## src/rtl/vld_pkg.sv

```systemverilog
package vld_pkg;
  localparam logic [7:0] OP_PFX16  = 8'h66;
  localparam logic [7:0] OP_CMP_RM = 8'h3B;
  localparam logic [7:0] OP_MOV_RI = 8'hBB;
  localparam logic [7:0] OP_RET    = 8'hC3;
  localparam logic [7:0] OP_MOV_MI = 8'hC7;
  localparam logic [7:0] OP_GRP_RM = 8'hF7;
  localparam logic [7:0] OP_JCC8   = 8'h73;
  localparam logic [7:0] OP_JMP8   = 8'hEB;

  localparam logic [2:0] IMM_FULL   = 3'd4;
  localparam logic [2:0] IMM_NARROW = 3'd2;
  localparam logic [2:0] DISP_BYTE  = 3'd1;
  localparam logic [2:0] DISP_WORD  = 3'd4;

  typedef enum logic [2:0] {
    ST_HEAD,
    ST_OPC,
    ST_AMODE,
    ST_SIDX,
    ST_DISP,
    ST_IMM,
    ST_REL
  } vld_state_e;

  typedef struct packed {
    logic       known;
    logic       amode;
    logic       rel8;
    logic [2:0] imm_len;
  } vld_opinfo_t;
endpackage

```

## src/rtl/vld_opclass.sv

```systemverilog
module vld_opclass
  import vld_pkg::*;
(
  input  logic [7:0]  opc,
  input  logic        narrow,
  output vld_opinfo_t info
);
  logic [2:0] imm_sz;
  assign imm_sz = narrow ? IMM_NARROW : IMM_FULL;

  always_comb begin
    info = '0;
    case (opc)
      OP_CMP_RM, OP_GRP_RM: begin
        info.known = 1'b1;
        info.amode = 1'b1;
      end
      OP_MOV_RI: begin
        info.known   = 1'b1;
        info.imm_len = imm_sz;
      end
      OP_MOV_MI: begin
        info.known   = 1'b1;
        info.amode   = 1'b1;
        info.imm_len = imm_sz;
      end
      OP_RET: info.known = 1'b1;
      OP_JCC8, OP_JMP8: begin
        info.known = 1'b1;
        info.rel8  = 1'b1;
      end
      default: info = '0;
    endcase
  end
endmodule

```

## src/rtl/vld_amode_dec.sv

```systemverilog
module vld_amode_dec
  import vld_pkg::*;
(
  input  logic [1:0] mode,
  input  logic [2:0] rm,
  output logic       need_sidx,
  output logic [2:0] disp_len
);
  localparam logic [1:0] MODE_REG  = 2'd3;
  localparam logic [2:0] RM_SIDX   = 3'd4;
  localparam logic [2:0] RM_ABS    = 3'd5;

  assign need_sidx = (mode != MODE_REG) && (rm == RM_SIDX);

  always_comb begin
    case (mode)
      2'd0:    disp_len = (rm == RM_ABS) ? DISP_WORD : 3'd0;
      2'd1:    disp_len = DISP_BYTE;
      2'd2:    disp_len = DISP_WORD;
      default: disp_len = 3'd0;
    endcase
  end
endmodule

```

## src/rtl/vld_branch.sv

```systemverilog
module vld_branch #(
  parameter int AW = 32,
  parameter int LW = 4
) (
  input  logic [AW-1:0] start,
  input  logic [LW-1:0] len,
  input  logic [7:0]    rel,
  output logic [AW-1:0] target
);
  localparam int EXT = AW - 8;
  localparam int PAD = AW - LW;

  logic [AW-1:0] next_addr;
  logic [AW-1:0] rel_sx;

  assign next_addr = start + {{PAD{1'b0}}, len};
  assign rel_sx    = {{EXT{rel[7]}}, rel};
  assign target    = next_addr + rel_sx;
endmodule

```

## src/rtl/vld_seq.sv

```systemverilog
module vld_seq
  import vld_pkg::*;
#(
  parameter int LW = 4
) (
  input  logic          clk,
  input  logic          rst_n,
  input  logic          flush,
  input  logic          take,
  input  logic [7:0]    in_byte,
  output logic          done,
  output logic [LW-1:0] rec_len,
  output logic [7:0]    rec_opc,
  output logic          rec_pfx,
  output logic          rec_amode,
  output logic          rec_sidx,
  output logic [2:0]    rec_dl,
  output logic [2:0]    rec_il,
  output logic          rec_br,
  output logic          rec_err
);
  vld_state_e    st_q, st_d;
  logic [LW-1:0] len_q, len_d;
  logic [7:0]    opc_q, opc_d;
  logic          pfx_q, pfx_d;
  logic          am_q, am_d;
  logic          sx_q, sx_d;
  logic [2:0]    dl_q, dl_d;
  logic [2:0]    il_q, il_d;
  logic [2:0]    cnt_q, cnt_d;

  vld_opinfo_t   info;
  logic          need_sidx;
  logic [2:0]    disp_len;

  vld_opclass u_opclass (
    .opc    (in_byte),
    .narrow (pfx_q),
    .info   (info)
  );

  vld_amode_dec u_amode (
    .mode      (in_byte[7:6]),
    .rm        (in_byte[2:0]),
    .need_sidx (need_sidx),
    .disp_len  (disp_len)
  );

  always_comb begin
    st_d    = st_q;
    len_d   = len_q;
    opc_d   = opc_q;
    pfx_d   = pfx_q;
    am_d    = am_q;
    sx_d    = sx_q;
    dl_d    = dl_q;
    il_d    = il_q;
    cnt_d   = cnt_q;
    done    = 1'b0;
    rec_br  = 1'b0;
    rec_err = 1'b0;
    if (take) begin
      len_d = len_q + 1'b1;
      case (st_q)
        ST_HEAD, ST_OPC: begin
          if (st_q == ST_HEAD && in_byte == OP_PFX16) begin
            pfx_d = 1'b1;
            st_d  = ST_OPC;
          end else begin
            opc_d = in_byte;
            am_d  = info.amode;
            il_d  = info.imm_len;
            if (!info.known) begin
              done    = 1'b1;
              rec_err = 1'b1;
            end else if (info.rel8) begin
              st_d = ST_REL;
            end else if (info.amode) begin
              st_d = ST_AMODE;
            end else if (info.imm_len != 3'd0) begin
              st_d  = ST_IMM;
              cnt_d = info.imm_len;
            end else begin
              done = 1'b1;
            end
          end
        end
        ST_AMODE: begin
          sx_d = need_sidx;
          dl_d = disp_len;
          if (need_sidx) begin
            st_d = ST_SIDX;
          end else if (disp_len != 3'd0) begin
            st_d  = ST_DISP;
            cnt_d = disp_len;
          end else if (il_q != 3'd0) begin
            st_d  = ST_IMM;
            cnt_d = il_q;
          end else begin
            done = 1'b1;
          end
        end
        ST_SIDX: begin
          if (dl_q != 3'd0) begin
            st_d  = ST_DISP;
            cnt_d = dl_q;
          end else if (il_q != 3'd0) begin
            st_d  = ST_IMM;
            cnt_d = il_q;
          end else begin
            done = 1'b1;
          end
        end
        ST_DISP: begin
          cnt_d = cnt_q - 1'b1;
          if (cnt_q == 3'd1) begin
            if (il_q != 3'd0) begin
              st_d  = ST_IMM;
              cnt_d = il_q;
            end else begin
              done = 1'b1;
            end
          end
        end
        ST_IMM: begin
          cnt_d = cnt_q - 1'b1;
          if (cnt_q == 3'd1) done = 1'b1;
        end
        ST_REL: begin
          rec_br = 1'b1;
          done   = 1'b1;
        end
        default: st_d = ST_HEAD;
      endcase
    end
  end

  assign rec_len   = len_d;
  assign rec_opc   = opc_d;
  assign rec_pfx   = pfx_d;
  assign rec_amode = am_d;
  assign rec_sidx  = sx_d;
  assign rec_dl    = dl_d;
  assign rec_il    = il_d;

  always_ff @(posedge clk) begin
    if (!rst_n || flush || (take && done)) begin
      st_q  <= ST_HEAD;
      len_q <= '0;
      opc_q <= '0;
      pfx_q <= 1'b0;
      am_q  <= 1'b0;
      sx_q  <= 1'b0;
      dl_q  <= '0;
      il_q  <= '0;
      cnt_q <= '0;
    end else begin
      st_q  <= st_d;
      len_q <= len_d;
      opc_q <= opc_d;
      pfx_q <= pfx_d;
      am_q  <= am_d;
      sx_q  <= sx_d;
      dl_q  <= dl_d;
      il_q  <= il_d;
      cnt_q <= cnt_d;
    end
  end

  AST_CNT_LIVE: assert property (@(posedge clk) disable iff (!rst_n)
    (st_q == ST_DISP || st_q == ST_IMM) |-> (cnt_q != 3'd0));

  AST_PFX_ONLY_HEAD: assert property (@(posedge clk) disable iff (!rst_n)
    (st_q == ST_OPC) |-> pfx_q);
endmodule

```

## src/rtl/vlen_boundary_dec.sv

```systemverilog
module vlen_boundary_dec
  import vld_pkg::*;
#(
  parameter int AW = 32,
  parameter int LW = 4
) (
  input  logic          clk,
  input  logic          rst_n,
  input  logic          base_load,
  input  logic [AW-1:0] base_addr,
  input  logic          in_valid,
  output logic          in_ready,
  input  logic [7:0]    in_byte,
  output logic          out_valid,
  output logic [AW-1:0] out_start,
  output logic [LW-1:0] out_len,
  output logic [7:0]    out_opcode,
  output logic          out_has_pfx,
  output logic          out_has_amode,
  output logic          out_has_sidx,
  output logic [2:0]    out_disp_len,
  output logic [2:0]    out_imm_len,
  output logic          out_branch,
  output logic [AW-1:0] out_target,
  output logic          out_err
);
  localparam int PAD     = AW - LW;
  localparam int LEN_MAX = 11;

  logic          take;
  logic          done;
  logic          fire;
  logic [LW-1:0] rec_len;
  logic [7:0]    rec_opc;
  logic          rec_pfx, rec_amode, rec_sidx, rec_br, rec_err;
  logic [2:0]    rec_dl, rec_il;
  logic [AW-1:0] pc_q;
  logic [AW-1:0] tgt;

  assign in_ready = ~base_load;
  assign take     = in_valid & in_ready;
  assign fire     = take & done;

  vld_seq #(.LW(LW)) u_seq (
    .clk       (clk),
    .rst_n     (rst_n),
    .flush     (base_load),
    .take      (take),
    .in_byte   (in_byte),
    .done      (done),
    .rec_len   (rec_len),
    .rec_opc   (rec_opc),
    .rec_pfx   (rec_pfx),
    .rec_amode (rec_amode),
    .rec_sidx  (rec_sidx),
    .rec_dl    (rec_dl),
    .rec_il    (rec_il),
    .rec_br    (rec_br),
    .rec_err   (rec_err)
  );

  vld_branch #(.AW(AW), .LW(LW)) u_branch (
    .start  (pc_q),
    .len    (rec_len),
    .rel    (in_byte),
    .target (tgt)
  );

  always_ff @(posedge clk) begin
    if (!rst_n) begin
      pc_q          <= '0;
      out_valid     <= 1'b0;
      out_start     <= '0;
      out_len       <= '0;
      out_opcode    <= '0;
      out_has_pfx   <= 1'b0;
      out_has_amode <= 1'b0;
      out_has_sidx  <= 1'b0;
      out_disp_len  <= '0;
      out_imm_len   <= '0;
      out_branch    <= 1'b0;
      out_target    <= '0;
      out_err       <= 1'b0;
    end else begin
      out_valid <= fire;
      if (base_load) begin
        pc_q <= base_addr;
      end else if (fire) begin
        pc_q <= pc_q + {{PAD{1'b0}}, rec_len};
      end
      if (fire) begin
        out_start     <= pc_q;
        out_len       <= rec_len;
        out_opcode    <= rec_opc;
        out_has_pfx   <= rec_pfx;
        out_has_amode <= rec_amode;
        out_has_sidx  <= rec_sidx;
        out_disp_len  <= rec_dl;
        out_imm_len   <= rec_il;
        out_branch    <= rec_br;
        out_target    <= rec_br ? tgt : '0;
        out_err       <= rec_err;
      end
    end
  end

  AST_LEN_BOUND: assert property (@(posedge clk) disable iff (!rst_n)
    out_valid |-> (out_len >= LW'(1) && out_len <= LW'(LEN_MAX)));

  AST_REC_NEEDS_BYTE: assert property (@(posedge clk) disable iff (!rst_n)
    out_valid |-> $past(in_valid && !base_load));

  AST_SIDX_NEEDS_AMODE: assert property (@(posedge clk) disable iff (!rst_n)
    (out_valid && out_has_sidx) |-> out_has_amode);

  AST_NARROW_IMM: assert property (@(posedge clk) disable iff (!rst_n)
    (out_valid && out_imm_len == IMM_NARROW) |-> out_has_pfx);

  AST_START_CHAIN: assert property (@(posedge clk) disable iff (!rst_n)
    (out_valid && $past(out_valid)) |->
      (out_start == $past(out_start) + {{PAD{1'b0}}, $past(out_len)}));

  AST_BRANCH_LEN: assert property (@(posedge clk) disable iff (!rst_n)
    (out_valid && out_branch) |-> (out_len == LW'(2) + LW'(out_has_pfx)));

  AST_ERR_SHAPE: assert property (@(posedge clk) disable iff (!rst_n)
    (out_valid && out_err) |->
      (!out_has_amode && out_imm_len == 3'd0 && out_len == LW'(1) + LW'(out_has_pfx)));
endmodule

```

## config.mk

```make
export PLATFORM = sky130hd
export DESIGN_NAME = vlen_boundary_dec
export DESIGN_NICKNAME = d
export VERILOG_FILES = /design/src/rtl/vld_pkg.sv /design/src/rtl/vld_opclass.sv /design/src/rtl/vld_amode_dec.sv /design/src/rtl/vld_branch.sv /design/src/rtl/vld_seq.sv /design/src/rtl/vlen_boundary_dec.sv
export SDC_FILE = /design/constraint.sdc
export NUM_CORES = 1
export LEC_CHECK = 0
export ABC_AREA = 0
export CORE_MARGIN = 4
export CORE_UTILIZATION = 25
export DETAILED_ROUTE_END_ITERATION = 6
export PLACE_DENSITY = 0.55
export REMOVE_ABC_BUFFERS = 1
export SLEW_MARGIN = 20
export SYNTH_ARGS = -nofsm -noshare
export SYNTH_HDL_FRONTEND = slang
export SYNTH_SLANG_ARGS = --single-unit
```

## constraint.sdc

```tcl
create_clock -name clk -period 4.6 [get_ports clk]
set_clock_uncertainty 0.05 [all_clocks]
set_input_delay 0.46 -clock clk [delete_from_list [all_inputs] [get_ports clk]]
set_output_delay 0.46 -clock clk [all_outputs]
set_load 0.005 [all_outputs]
```

Word-level counts from Yosys, hierarchy flattened
Cells that the tools add are included.
{"block": "totals", "output_inout_bits": 89, "regBits": 147, "wordCells": 150}
{"block": "op_classes", "bitwise_logic": 4, "muxes": 69, "n_reduce_logical": 22, "add_sub_neg": 4, "n_eq_ne": 29}
{"operator": "32-bit 2-to-1 mux", "count": 3}
{"operator": "3-bit 2-to-1 mux", "count": 29}
{"operator": "8-bit equality test (second input constant)", "count": 5}
{"operator": "32-bit adder", "count": 1}
{"operator": "32-bit by 4-bit adder with 32-bit output", "count": 1}
{"operator": "3-bit one-hot mux with 5 select lines", "count": 2}
{"operator": "1-bit 2-to-1 mux", "count": 29}
{"operator": "8-bit 2-to-1 mux", "count": 3}
{"operator": "8-bit by 7-bit equality test with 1-bit output (second input constant)", "count": 2}
{"operator": "3-bit equality test (second input constant)", "count": 5}
{"operator": "3-bit nonzero test", "count": 4}
{"operator": "2-bit inequality test (second input constant)", "count": 5}
{"operator": "3-bit one-hot mux with 3 select lines", "count": 1}
{"operator": "8-bit by 6-bit equality test with 1-bit output (second input constant)", "count": 1}
{"operator": "8-bit AND reduction", "count": 1}
{"operator": "2-bit OR reduction", "count": 4}
{"operator": "7-bit OR reduction", "count": 1}
{"operator": "3-bit by 1-bit equality test with 1-bit output (second input constant)", "count": 2}
{"operator": "3-bit by 2-bit equality test with 1-bit output (second input constant)", "count": 2}
{"operator": "2-bit by 1-bit inequality test with 1-bit output (second input constant)", "count": 3}
{"operator": "1-bit one-hot mux with 6 select lines", "count": 1}
{"operator": "5-bit by 1-bit inequality test with 1-bit output (second input constant)", "count": 1}
{"operator": "5-bit AND reduction", "count": 1}
{"operator": "5-bit nonzero test", "count": 1}
{"operator": "15 further kinds", "count": 20}

Depth between registers and ports, before layout
{"block": "logic_depth", "ltp_word": 14, "depth_mapped": 25, "ltp_nobuf": 22}

Modules after synthesis
From an unflattened synthesis, not the netlist that was laid out.
{"block": "unflattened", "cells_unflattened": 1126, "area_unflattened_um2": 9038.7}
{"module": "vlen_boundary_dec", "area_each_um2": 4892.2, "cells_per_inst": 617, "n_inst": 1}
{"module": "vld_branch", "area_each_um2": 2215.9, "cells_per_inst": 279, "n_inst": 1}
{"module": "vld_seq", "area_each_um2": 1687.9, "cells_per_inst": 192, "n_inst": 1}
{"module": "vld_opclass", "area_each_um2": 190.2, "cells_per_inst": 30, "n_inst": 1}
{"module": "vld_amode_dec", "area_each_um2": 52.6, "cells_per_inst": 8, "n_inst": 1}

Worst setup path before layout
OpenSTA, ideal clock, no wires.
{"block": "synth_path", "kind": "input to register", "startpoint": "input port base_load", "endpoint": "register out_target[30]", "cell_stages": 24, "path_slack_ns": -0.353, "t_arrival_ns": 4.777, "setup_ns": 0.126, "cell_sequence": "clkbuf_1 > nor2b_1 > clkbuf_1 > mux2i_1 > inv_1 > ha_1 > a21o_1 > a21oi_1 > nor2b_1 > o21ai_1 > or3_1 > clkbuf_1 > nor3_1 > xor2_1 > ha_1 > clkbuf_1 > a21oi_1 > o21ai_0 > nand2b_1 > nand2b_1 > o21ai_0 > o21ai_0 > xnor2_1 > o21ai_0"}
{"block": "synth_between", "elab_chain_len": 6, "word_cells_on_any_way": 9, "classes_between": "add/sub: 2; mux: 4; bitwise: 3"}
{"element": "from (decl)", "line": "vlen_boundary_dec.sv:9", "source": "input logic base_load,"}
{"element": "1-bit inverter", "line": "vlen_boundary_dec.sv:40", "source": "assign in_ready = ~base_load;"}
{"element": "1-bit AND", "line": "vlen_boundary_dec.sv:41", "source": "assign take = in_valid & in_ready;"}
{"element": "4-bit 2-to-1 mux", "line": "vld_seq.sv:62", "source": "if (take) begin"}
{"element": "net rec_len[1]", "line": "vlen_boundary_dec.sv:33", "source": "logic [LW-1:0] rec_len;"}
{"element": "32-bit by 4-bit adder with 32-bit output", "line": "vld_branch.sv:16", "source": "assign next_addr = start + {{PAD{1'b0}}, len};"}
{"element": "32-bit adder", "line": "vld_branch.sv:18", "source": "assign target = next_addr + rel_sx;"}
{"element": "32-bit 2-to-1 mux", "line": "vlen_boundary_dec.sv:101", "source": "out_target <= rec_br ? tgt : '0;"}
{"element": "to (signal assigned)", "line": "vlen_boundary_dec.sv:101"}
{"element": "to (decl)", "line": "vlen_boundary_dec.sv:24", "source": "output logic [AW-1:0] out_target,"}
The timed path passes the listed nets, and every way through them passes these cells.
A chain may end at the register's enable or synchronous reset.

Worst setup path in the final report
{"block": "layout_path", "startpoint": "register u_seq.len_q[0]", "endpoint": "register out_target[24]"}
{"block": "layout_between", "elab_chain_len": 5}
{"element": "from (decl)", "line": "vld_seq.sv:23", "source": "logic [LW-1:0] len_q, len_d;"}
{"element": "from (signal assigned)", "line": "vld_seq.sv:159", "source": "len_q <= len_d;"}
{"element": "4-bit by 1-bit adder with 4-bit output", "line": "vld_seq.sv:63", "source": "len_d = len_q + 1'b1;"}
{"element": "4-bit 2-to-1 mux", "line": "vld_seq.sv:62"}
{"element": "net rec_len[1]", "line": "vlen_boundary_dec.sv:33"}
{"element": "32-bit by 4-bit adder with 32-bit output", "line": "vld_branch.sv:16"}
{"element": "32-bit adder", "line": "vld_branch.sv:18"}
{"element": "32-bit 2-to-1 mux", "line": "vlen_boundary_dec.sv:101"}
The timed path passes the listed nets, and every way through them passes these cells.

==> metrics.md <==
| Metric | Value |
|---|---|
| Cell variety after synth | `68` |
| Leak Pwr | `0.00471 µW` |
| Met1 GRT Util | `21.5%` |
| Max clock buf depth | `2` |
| Area of the multi-input gates | `about 5000 µm²` |
| Avg Inst Size Synth | `approximately 8 µm²` |
| Number of antenna violations at the first check in global routing | `1` |
| Sequential share of power | `around two fifths` |
| Status | `finished clean` |
| Register area | `2940 µm²` |
| Global-route wire length before repair | `approximately 46000 µm` |
| Gpl congestion | `a little under 0.9` |
| PwrDens | `297 nW/µm²` |
| Reg2Reg Capture Point | `out_target[24]` |
| P&R area growth vs syn | `42.8%` |
| Die Ht | `190 µm` |
| Tot Pwr | `about 3500 µW` |
| Hold Path Class | `reg2reg` |
| Switching power | `roughly 960 µW` |
| WL per Instance | `around 17 µm` |
| Max frequency | `around 0.23 GHz` |
| First-pass iteration count of the detailed router | `5` |
| Detailed Route WL | `slightly below 30000 µm` |
| Initial core utilization | `25.3%` |
| Setup CP Type | `reg2reg` |
| Max incr delay on CP | `0.37 ns` |
| CTS tree | `done` |
| HP Start | `out_target[19]` |
| Setup-failing EPs final | `0` |
| Commonest cells after routing, fill and taps aside | `buf_4 (154), nand2_1 (151), dfxtp_1 (147)` |
| # diodes | `0` |
| Largest net degree at the start of global routing | `86` |
| GR Overflow Total | `0` |
| H-tree depth | `4` |
| # fillers | `3415` |
| Vias per cell | `roughly 4.8` |
| Synth Cell Area | `8270 µm²` |
| Int Power | `between 2000 and 3000 µW` |
| Met3 usage | `under 10%` |
| Insertion delay to the later sink of the worst-skew pair | `around 0.43 ns` |
| Sequential fraction of the synthesis area | `a little over a third` |
| GRT Max-Usage Layer | `met2` |
| Critical-path cell list | `ha_1, mux2i_2, inv_1, ha_1, a21o_1, a21oi_1, nor2b_1, o21ai_1, buf_4, or3_4, xnor2_1, buf_4, ha_1, a21oi_2, inv_1, a221o_1, a21oi_2, o41a_1, o21ai_0, a21oi_1, xor2_1, o21ai_1` |
| Net Sw Frac | `approximately 27%` |
| Die area | `36000 µm²` |
| Reg-to-reg setup timing slack | `0.32 ns` |
| Initial DRC count | `478` |
| Fin. max-slew vios | `0` |
| Via count | `between 8000 and 9000` |
| Clock transition at path regs | `roughly 0.070 ns` |
| CORE AREA | `between 30000 and 40000 µm²` |
| DP HPWL | `between 20000 and 25000 µm` |
| CTS sink cnt | `147` |
| Hold path cells | `2` |
| Share of cells above drive strength 1 | `between 10% and 20%` |
| Measured slew at the worst slew-check pin | `1.09 ns` |
| Crit path DAT | `approximately 4.5 ns` |
| Max-cap violations | `0` |
| Kind of start point of the critical path | `flip-flop` |
| Std-Cell Rows | `66` |
| Post-synth EDFFs | `0` |
| Register bit total from synthesis | `~150` |
| R2R cell count | `22` |
| Hold EP | `out_target[19]` |
| Async S/R FF share, synth | `0%` |
| IO Pins | `between 100 and 150` |
| Largest area contributor in the netlist | `dfxtp_1` |
| Rel. slew slack | `between 20% and 30%` |
| Commonest non-fill, non-tap cell in the layout | `buf_4` |
| GR Util met2 | `25.7%` |
| Vias in the first global route | `8084` |
| Comb power frac | `18.4%` |
| Worst setup EP type | `flip-flop` |
| CTS root buffer | `clkbuf_16` |
| Placed cell areas | `between 10000 and 15000 µm²` |
| Crit-path slowest cell | `or3_4` |
| Endpoints failing hold | `0` |
| Final worst-path cycle share | `between 90% and 100%` |
| Finished Cell Area | `between 10000 and 15000 µm²` |
| CP max FO | `7` |
| Number of buffers created by CTS | `17` |
| Peak VDD IR | `around 0.26 mV` |
| Worst path required time | `between 4 and 5 ns` |
| Setup TNS | `0 ns` |
| R2r startpoint | `u_seq.len_q[0]` |
| Area contributors post-synth | `dfxtp_1 (36%), nand2_1 (6.9%), ha_1 (6.7%)` |
| Clk network pwr share | `a little over two fifths` |
| Nets | `1370` |
| Synth Instances | `between 1000 and 1500` |
| Die width | `around 190 µm` |
| PortBufs | `132` |
| Syn. warnings | `0` |
| DRC Markers | `0` |
| CP most frequent cell | `ha_1` |
| Core Util, Final | `between 30% and 40%` |
| GRT Total Usage | `around 16%` |
| Routed Antenna Nets | `0` |
| Post-synth top area share | `between 30% and 40%` |
| Min Tclk post-route | `4.28 ns` |
| Ys flop type | `dfxtp_1` |
-- flip-flops by register name, indices dropped and copies added, names as in the netlist, 4 cells and up --
register and cells:
u_seq.opc_q 8, out_len 4, pc_q 32, out_target 32, out_opcode 8, u_seq.len_q 4, out_start 32
-- Yosys cell counts, drive strengths merged (24+ instances only) --
master  instances
nor2          105
clkbuf         37
a22oi          26
dfxtp         147
o21ai          56
a21oi         106
nand2         152
ha             44
xnor2          36
nand3          32
a211oi         24
xor2           28
inv            25
-- per-stage QoR --
step	setup slack, ns	instances	hold slack [ns]
3_5_place_dp	-0.577	1697	0.390
3_3_place_gp	-0.535	1697	0.390
6_report	0.318	1735	0.397
5_1_grt	-0.0242	1735	0.423
4_1_cts	0.132	1730	0.401
2_1_floorplan	-0.0537	975	0.392
-- cell type report --
class	instances	area share, %
clock buffer	20	3.78
multi-input combinational	802	43.3
sequential	147	24.9
timing repair buffer	286	20.9
tap	442	4.69
inverter	26	0.837
clock inverter	12	1.52
-- timing repair --
| item | CTS | global route |
|---|---|---|
| pin swaps | 1 | 9 |
| hold buffers | 0 | 0 |
| buffers inserted | 1 | 5 |
| gates resized for setup | 3 | 35 |
| setup endpoints to repair | 9 | 15 |
-- worst max-delay path: cells and delay by family (launching register included) --
kind | cells | cell delay (ns)
XOR/XNOR | 2 | 0.31
multiplexers | 1 | 0.17
flip-flops | 1 | 0.33
AND/OR/NAND/NOR | 2 | 0.52
adder cells (fa/ha/maj) | 3 | 0.89
AO/OA/AOI/OAI | 10 | 1.46
buffers and inverters | 4 | 0.43
-- per-layer routing --
metal  wire length [µm]  vias to the layer above
li1                   -                     4158
met1              13600                     3897
met2              13500                      198
met3               1600                       36
met4                656                        2
met5                 12                        -
-- power groups by stage --
| stage | Clock [µW] | Combinational (µW) | Sequential, µW |
|---|---|---|---|
| final | 1520 | 647 | 1350 |
| after global routing | 1600 | 713 | 1360 |
| after CTS | 1550 | 635 | 1350 |
| after detailed placement | 0 | 629 | 1380 |
| after global placement | 0 | 629 | 1380 |
| after floorplan | 0 | 309 | 1370 |
-- how the worst max path moves through the flow --
| stage | cells past startpoint | to | slack, ns | startpoint |
|---|---|---|---|---|
| CTS | 27 | out_target[30] | 0.13 | base_load |
| global route | 22 | out_target[24] | -0.02 | u_seq.len_q[0] |
| finish | 22 | out_target[24] | 0.32 | u_seq.len_q[0] |
| global placement | 25 | out_target[30] | -0.54 | base_load |
| floorplan | 19 | out_target[31] | -0.05 | in_valid |
| detailed placement | 27 | out_target[30] | -0.58 | base_load |
-- logic make-up after synthesis --
kind of cell,count (synthesis),synth area share [%]
buffers and inverters,84,4.34
adder cells (fa/ha/maj),46,7.14
AO/OA/AOI/OAI,292,23.0
multiplexers,17,2.06
AND/OR/NAND/NOR,383,21.1
flip-flops,147,35.6
XOR/XNOR,64,6.78
Note: power is estimated with default switching activity, not from simulation.
